[src/rtl/rxphy_bringup.sv]
module rxphy_bringup #(
  parameter int CYC_PER_US = 125,
  parameter int CLR_US     = 100,
  parameter int STEP_CYC   = 4,
  parameter int MAX_LANES  = 4,
  parameter int RATE_W     = 11,
  localparam int LW        = $clog2(MAX_LANES + 1)
) (
  input  logic                 clk,
  input  logic                 rst_n,
  input  logic                 start_i,
  input  logic                 stop_i,
  input  logic [LW-1:0]        lanes_i,
  input  logic [RATE_W-1:0]    rate_i,
  output logic                 busy_o,
  output logic                 done_o,
  output logic                 err_o,
  output logic [MAX_LANES-1:0] force_rx_o,
  output logic [MAX_LANES-1:0] force_stop_o,
  output logic [MAX_LANES-1:0] turn_req_o,
  output logic [MAX_LANES-1:0] turn_dis_o,
  output logic [MAX_LANES-1:0] lane_en_o,
  output logic                 test_clk_o,
  output logic                 test_clr_o,
  output logic                 test_en_o,
  output logic [7:0]           test_din_o
);
  localparam int CLR_CYC = CYC_PER_US * CLR_US;
  localparam int CNT_W   = $clog2((CLR_CYC > STEP_CYC ? CLR_CYC : STEP_CYC) + 1) + 1;
  localparam int NENT    = 39;
  localparam logic [LW-1:0] MAXL = LW'(MAX_LANES);

  typedef enum logic [2:0] {S_IDLE, S_SCAN, S_LANE, S_TCK, S_CLR, S_SETTLE, S_WR} st_t;

  st_t              st;
  logic [CNT_W-1:0] cnt, lim;
  logic [5:0]       idx, code_q;
  logic [2:0]       ph, wi;
  logic [RATE_W-1:0] rate_q;
  logic [LW-1:0]    lanes_q;
  logic [16:0]      ent;
  logic [MAX_LANES:0] ones;

  function automatic logic [16:0] entry(input logic [5:0] i);
    case (i)
      6'd0:  entry = {11'd89,   6'h00};  6'd1:  entry = {11'd99,   6'h10};
      6'd2:  entry = {11'd109,  6'h20};  6'd3:  entry = {11'd129,  6'h01};
      6'd4:  entry = {11'd139,  6'h11};  6'd5:  entry = {11'd149,  6'h21};
      6'd6:  entry = {11'd169,  6'h02};  6'd7:  entry = {11'd179,  6'h12};
      6'd8:  entry = {11'd199,  6'h22};  6'd9:  entry = {11'd219,  6'h03};
      6'd10: entry = {11'd239,  6'h13};  6'd11: entry = {11'd249,  6'h23};
      6'd12: entry = {11'd269,  6'h04};  6'd13: entry = {11'd299,  6'h14};
      6'd14: entry = {11'd329,  6'h05};  6'd15: entry = {11'd359,  6'h15};
      6'd16: entry = {11'd399,  6'h25};  6'd17: entry = {11'd449,  6'h06};
      6'd18: entry = {11'd499,  6'h16};  6'd19: entry = {11'd549,  6'h07};
      6'd20: entry = {11'd599,  6'h17};  6'd21: entry = {11'd649,  6'h08};
      6'd22: entry = {11'd699,  6'h18};  6'd23: entry = {11'd749,  6'h09};
      6'd24: entry = {11'd799,  6'h19};  6'd25: entry = {11'd849,  6'h29};
      6'd26: entry = {11'd899,  6'h39};  6'd27: entry = {11'd949,  6'h0a};
      6'd28: entry = {11'd999,  6'h1a};  6'd29: entry = {11'd1049, 6'h2a};
      6'd30: entry = {11'd1099, 6'h3a};  6'd31: entry = {11'd1149, 6'h0b};
      6'd32: entry = {11'd1199, 6'h1b};  6'd33: entry = {11'd1249, 6'h2b};
      6'd34: entry = {11'd1299, 6'h3b};  6'd35: entry = {11'd1349, 6'h0c};
      6'd36: entry = {11'd1399, 6'h1c};  6'd37: entry = {11'd1449, 6'h2c};
      default: entry = {11'd1500, 6'h3c};
    endcase
  endfunction

  function automatic logic [7:0] wr_code(input logic [2:0] w);
    case (w)
      3'd0: wr_code = 8'h34;  3'd1: wr_code = 8'h44;  3'd2: wr_code = 8'h54;
      3'd3: wr_code = 8'h84;  3'd4: wr_code = 8'h94;  3'd5: wr_code = 8'h75;
      default: wr_code = 8'h00;
    endcase
  endfunction

  function automatic logic [7:0] wr_data(input logic [2:0] w, input logic [5:0] c);
    case (w)
      3'd1, 3'd2, 3'd3, 3'd4: wr_data = {1'b0, c, 1'b0};
      3'd5:    wr_data = 8'h04;
      default: wr_data = 8'h00;
    endcase
  endfunction

  assign ent  = entry(idx);
  assign lim  = (st == S_CLR || st == S_SETTLE) ? CNT_W'(CLR_CYC) : CNT_W'(STEP_CYC);
  assign ones = ({{MAX_LANES{1'b0}}, 1'b1} << lanes_q) - 1'b1;

  always_ff @(posedge clk or negedge rst_n) begin
    if (!rst_n) begin
      st <= S_IDLE; cnt <= '0; idx <= '0; code_q <= '0; ph <= '0; wi <= '0;
      rate_q <= '0; lanes_q <= '0;
      busy_o <= 1'b0; done_o <= 1'b0; err_o <= 1'b0;
      force_rx_o <= '0; force_stop_o <= '0; turn_req_o <= '0; turn_dis_o <= '0;
      lane_en_o <= '0;
      test_clk_o <= 1'b0; test_clr_o <= 1'b0; test_en_o <= 1'b0; test_din_o <= '0;
    end else begin
      done_o <= 1'b0;
      err_o  <= 1'b0;
      if (stop_i) begin
        st <= S_IDLE; busy_o <= 1'b0; lane_en_o <= '0;
        test_en_o <= 1'b0; test_clr_o <= 1'b0; cnt <= '0;
      end else begin
        case (st)
          S_IDLE: if (start_i) begin
            st <= S_SCAN; busy_o <= 1'b1; idx <= '0;
            rate_q <= rate_i; lanes_q <= lanes_i;
          end
          S_SCAN: begin
            if (lanes_q == '0 || lanes_q > MAXL) begin
              err_o <= 1'b1; busy_o <= 1'b0; st <= S_IDLE;
            end else if (32'(ent[16:6]) >= 32'(rate_q)) begin
              if (ent[5:0] == 6'd0) begin
                err_o <= 1'b1; busy_o <= 1'b0; st <= S_IDLE;
              end else begin
                code_q <= ent[5:0]; st <= S_LANE; cnt <= '0;
                force_rx_o <= '0; force_stop_o <= '0; turn_req_o <= '0;
                turn_dis_o <= '1; lane_en_o <= ones[MAX_LANES-1:0];
              end
            end else if (idx == 6'(NENT - 1)) begin
              err_o <= 1'b1; busy_o <= 1'b0; st <= S_IDLE;
            end else begin
              idx <= idx + 1'b1;
            end
          end
          default: begin
            if (cnt != lim - 1'b1) begin
              cnt <= cnt + 1'b1;
            end else begin
              cnt <= '0;
              case (st)
                S_LANE: begin st <= S_TCK; test_clk_o <= 1'b1; end
                S_TCK:  begin st <= S_CLR; test_clr_o <= 1'b1; end
                S_CLR:  begin st <= S_SETTLE; test_clr_o <= 1'b0; end
                S_SETTLE: begin
                  st <= S_WR; ph <= '0; wi <= '0;
                  test_din_o <= wr_code(3'd0); test_en_o <= 1'b1;
                end
                default: begin
                  case (ph)
                    3'd0: test_clk_o <= 1'b0;
                    3'd1: test_en_o  <= 1'b0;
                    3'd2: test_din_o <= wr_data(wi, code_q);
                    3'd3: test_clk_o <= 1'b1;
                    default: ;
                  endcase
                  if (ph != 3'd4) begin
                    ph <= ph + 1'b1;
                  end else if (wi == 3'd6) begin
                    st <= S_IDLE; busy_o <= 1'b0; done_o <= 1'b1;
                  end else begin
                    ph <= '0; wi <= wi + 1'b1;
                    test_din_o <= wr_code(wi + 1'b1); test_en_o <= 1'b1;
                  end
                end
              endcase
            end
          end
        endcase
      end
    end
  end
endmodule

[config.mk]
export PLATFORM = sky130hd
export DESIGN_NAME = rxphy_bringup
export DESIGN_NICKNAME = d
export VERILOG_FILES = /design/src/rtl/rxphy_bringup.sv
export SDC_FILE = /design/constraint.sdc
export NUM_CORES = 1
export LEC_CHECK = 0
export BUFFER_PORTS_ARGS = -buffer_cell sky130_fd_sc_hd__buf_2
export CORE_MARGIN = 4
export CORE_UTILIZATION = 54
export CTS_CLUSTER_SIZE = 40
export DETAILED_ROUTE_END_ITERATION = 10
export GPL_TIMING_DRIVEN = 0
export HOLD_SLACK_MARGIN = 0.03
export MAX_ROUTING_LAYER = met4
export PLACE_DENSITY = 0.77
export SYNTH_ARGS = -nofsm -noshare
export SYNTH_HDL_FRONTEND = slang
export SYNTH_SLANG_ARGS = --single-unit
[constraint.sdc]
create_clock -name clk -period 4.1 [get_ports clk]
set_input_delay 0.41 -clock clk [delete_from_list [all_inputs] [get_ports clk]]
set_output_delay 0.41 -clock clk [all_outputs]
set_load 0.02 [all_outputs]
==> impl_metrics.toml <==
[power_and_ir_drop]
power.net_switching_mw = 1.258
seqPwrFrac = 0.304
leakagePower_nw = 2.515
p_sw_frac = 0.4268
clockPowerShare = 0.199
intPower_mw = 1.689
combPwrFrac = 0.497
power.density_mw_per_mm2 = 520.3
ir_worst_vdd_v = 0.0003369

[global_routing]
grt_max_degree = 70
grt_antenna_before_repair = 0
grt_overflow = 0
grt_pass1_wl_um = 22550
grt.total_usage = 0.2555
grt_pass1_vias = 4621

[worst_setup_path]
start_kind = "flip-flop"
path_class = "flip-flop to flip-flop"
arrival_ns = 4.06
cp-startpoint = "idx[0]"
cp_max_fo = 10
r2r-end = "code_q[0]"
reg2regPathDepth = 17
endpoint_kind = "flip-flop"
r2r_slack_ns = 0.26
crit_required_ns = 4.32
rr_startpoint = "idx[0]"

[yosys]
ys_types = 66
seq_area_frac_synth = 0.3435
synthXorXnorAreaFrac = 0.006969
synth_top_area_share = 0.3435
synthSimpleGateAreaFrac = 0.2098
syn_avg_cell_area_um2 = 8.269
synthAdderAreaFrac = 0.08213
synthMuxAreaShare = 0.04679
synth_top_family_by_area = "compound AO/OA/AOI/OAI gates"
synth_area_leader_cell = "dfrtp_1"
synthCells = 608
syn_area_mm2 = 0.005027
synth_compound_area_frac = 0.2287
synth_edf_count = 0
synthArstFlopShare = 1.000
yosys_warnings = 0
yosys-top-cells-area = "dfrtp_1 (34%), ha_1 (8.2%), o21ai_0 (6.0%)"
synth_seq_cells = 69
synth-main-ff-cell = "dfrtp_1"

[timing]
setup_violations = 0
hold_viol = 0
worstMarginPinSlew_ns = 1.042
drv_slew = 0
period_share = 0.9359
finalClockSkew_ns = 0.01321
whs_ns = 0.1820
clock.fmax_mhz = 260.6
slew_headroom = 0.3002
period_needed_ns = 3.837
rsz0062_at_grt = "no"
worst_slack_ns = 0.2629

[drt]
detailedRoute.firstPassIterationCount = 9
vias_per_cell = 6.158
routed-via-count = 4822
drc = 0
first_iter_violations = 329
ant_nets = 0
drt-total-wl_um = 13170
routedWlPerCell_um = 16.82

[floorplanning]
dieArea_mm2 = 0.01092
die_h_um = 104.5
start_util = 0.5654
die_x_um = 104.5
ios = 52
row_count = 34
core-area_mm2 = 0.008891

[final_layout]
final_cell_mix = "dfrtp_1 (69), nor2_1 (58), o21ai_0 (58)"
drive_gt1_frac = 0.1615
antennaDiodeCount = 0
final_nets = 721
final_common_cell = "dfrtp_1"
n_fill_cell = 782
syn_to_final_growth_pct = 12.67

[place]
io_buffers = 38
place_worst_setup_slack_ns = -0.4490
place_congestion = 0.9952
post-dp-hpwl_um = 9799

[outcome]
status = "completed"

[clock_network]
clk_path_buf_depth = 2
cts_tree = "yes"
cts_sinks = 69
cts_hold_buffers = 0
clk_latency_ns = 0.34
clk_pin_slew_ns = 0.08
cts_max_level = 3
root_buffer = "clkbuf_8"
numCtsBuffers = 9

[hold_path]
min_path_type = "input port to async pin"

[run]
maxCapViolations = 0
## through the flow
stage          TNS [ns]  area [µm²]  power [mW]  instances  utilization
4_1_cts               0        5618       2.882        780       0.6319
3_5_place_dp     -6.304        5396       2.274        765       0.6070
5_1_grt               0        5664       3.183        783       0.6371
2_1_floorplan         0        5069       1.909        619            -
6_report              0        5664       2.947        783       0.6371
3_3_place_gp     -5.995        5394       2.233        765       0.6067
## per-layer routing
| metal | GRT usage | vias up | wire length (µm) |
|---|---|---|---|
| met4 | 0.09022 | 0 | 342 |
| li1 | - | 2300 | - |
| met1 | 0.3300 | 2281 | 5566 |
| met3 | 0.03724 | 31 | 841 |
| met2 | 0.4110 | 210 | 6418 |
| met5 | - | - | 0 |
## sequential cells by signal, indices dropped and copies added, names as in the netlist
register	flops
st	3
busy_o	1
cnt	15
test_clk_o	1
test_en_o	1
code_q	6
ph	3
rate_q	11
test_clr_o	1
lanes_q	3
wi	3
done_o	1
err_o	1
idx	6
lane_en_o	4
test_din_o	8
turn_dis_o	1
## critical path, stage by stage, from the launching register on
cell and delay, ns:
dfrtp_1 0.40, clkbuf_4 0.26, clkinvlp_4 0.23, ha_4 0.39, nand2_1 0.08, o21ai_0 0.08, o21ai_0 0.10, a22oi_1 0.20
o21ai_0 0.15, ha_1 0.30, nand2_1 0.04, o21ai_0 0.19, a21oi_2 0.11, o21ai_2 0.23, o21ai_4 0.13, or3_1 0.38
buf_6 0.16, mux2_4 0.29
## Yosys cell counts, types with 5 or more instances
library cell / count
nand3_1: 20
nor3_1: 20
a21oi_1: 39
a211oi_1: 7
mux2_4: 6
clkbuf_1: 19
nor4_1: 7
o21a_1: 5
nor2_1: 58
a31oi_1: 10
o21ai_0: 60
buf_2: 6
a22o_1: 5
or3_1: 9
mux2i_1: 10
dfrtp_1: 69
nor2b_1: 6
nand2b_1: 9
nand2_1: 57
and3_1: 6
ha_1: 33
nand4_1: 9
inv_1: 33
buf_4: 15
## layout make-up
| type | count | area (µm²) | share of cell area |
|---|---|---|---|
| multi-input combinational | 466 | 2960 | 0.5226 |
| clock inverter | 5 | 58.81 | 0.01038 |
| inverter | 36 | 138.9 | 0.02452 |
| clock buffer | 11 | 151.4 | 0.02673 |
| sequential | 69 | 1727 | 0.3048 |
| buffer | 46 | 270.3 | 0.04771 |
| tap | 108 | 135.1 | 0.02386 |
| timing repair buffer | 42 | 222.7 | 0.03932 |
## power by group through the flow
stage	sequential [mW]	clock (mW)	combinational (mW)
global route	0.912	0.629	1.64
floorplan	0.902	0	1.01
global placement	0.896	0	1.34
finish	0.895	0.588	1.46
detailed placement	0.906	0	1.37
CTS	0.892	0.597	1.39
## timing repair
item | 4_1_cts | 5_1_grt
setup buffers | 1 | 3
endpoints found under the setup margin | 24 | 23
pin swaps | 1 | 1
hold endpoints to repair | 0 | 0
gates resized for setup | 3 | 7
cloned | 0 | 0
## worst max-delay path by stage
stage / to / slack [ns] / depth (start not counted)
5_1_grt: code_q[0] / 0.005 / 17
2_1_floorplan: code_q[0] / 0.25 / 19
3_5_place_dp: code_q[0] / -0.45 / 19
6_report: code_q[0] / 0.26 / 17
3_3_place_gp: code_q[2] / -0.43 / 19
4_1_cts: code_q[0] / 0.02 / 18
## logic make-up (layout without fill, tap and decap cells)
group,count (synthesis),count (layout)
flops,69,69
mux,20,20
buf+inv,84,140
xor+xnor,4,4
other cells,1,12
fa+ha+maj,33,33
simple gates,219,219
compound gates,178,178
(Power assumes the default switching activity.)
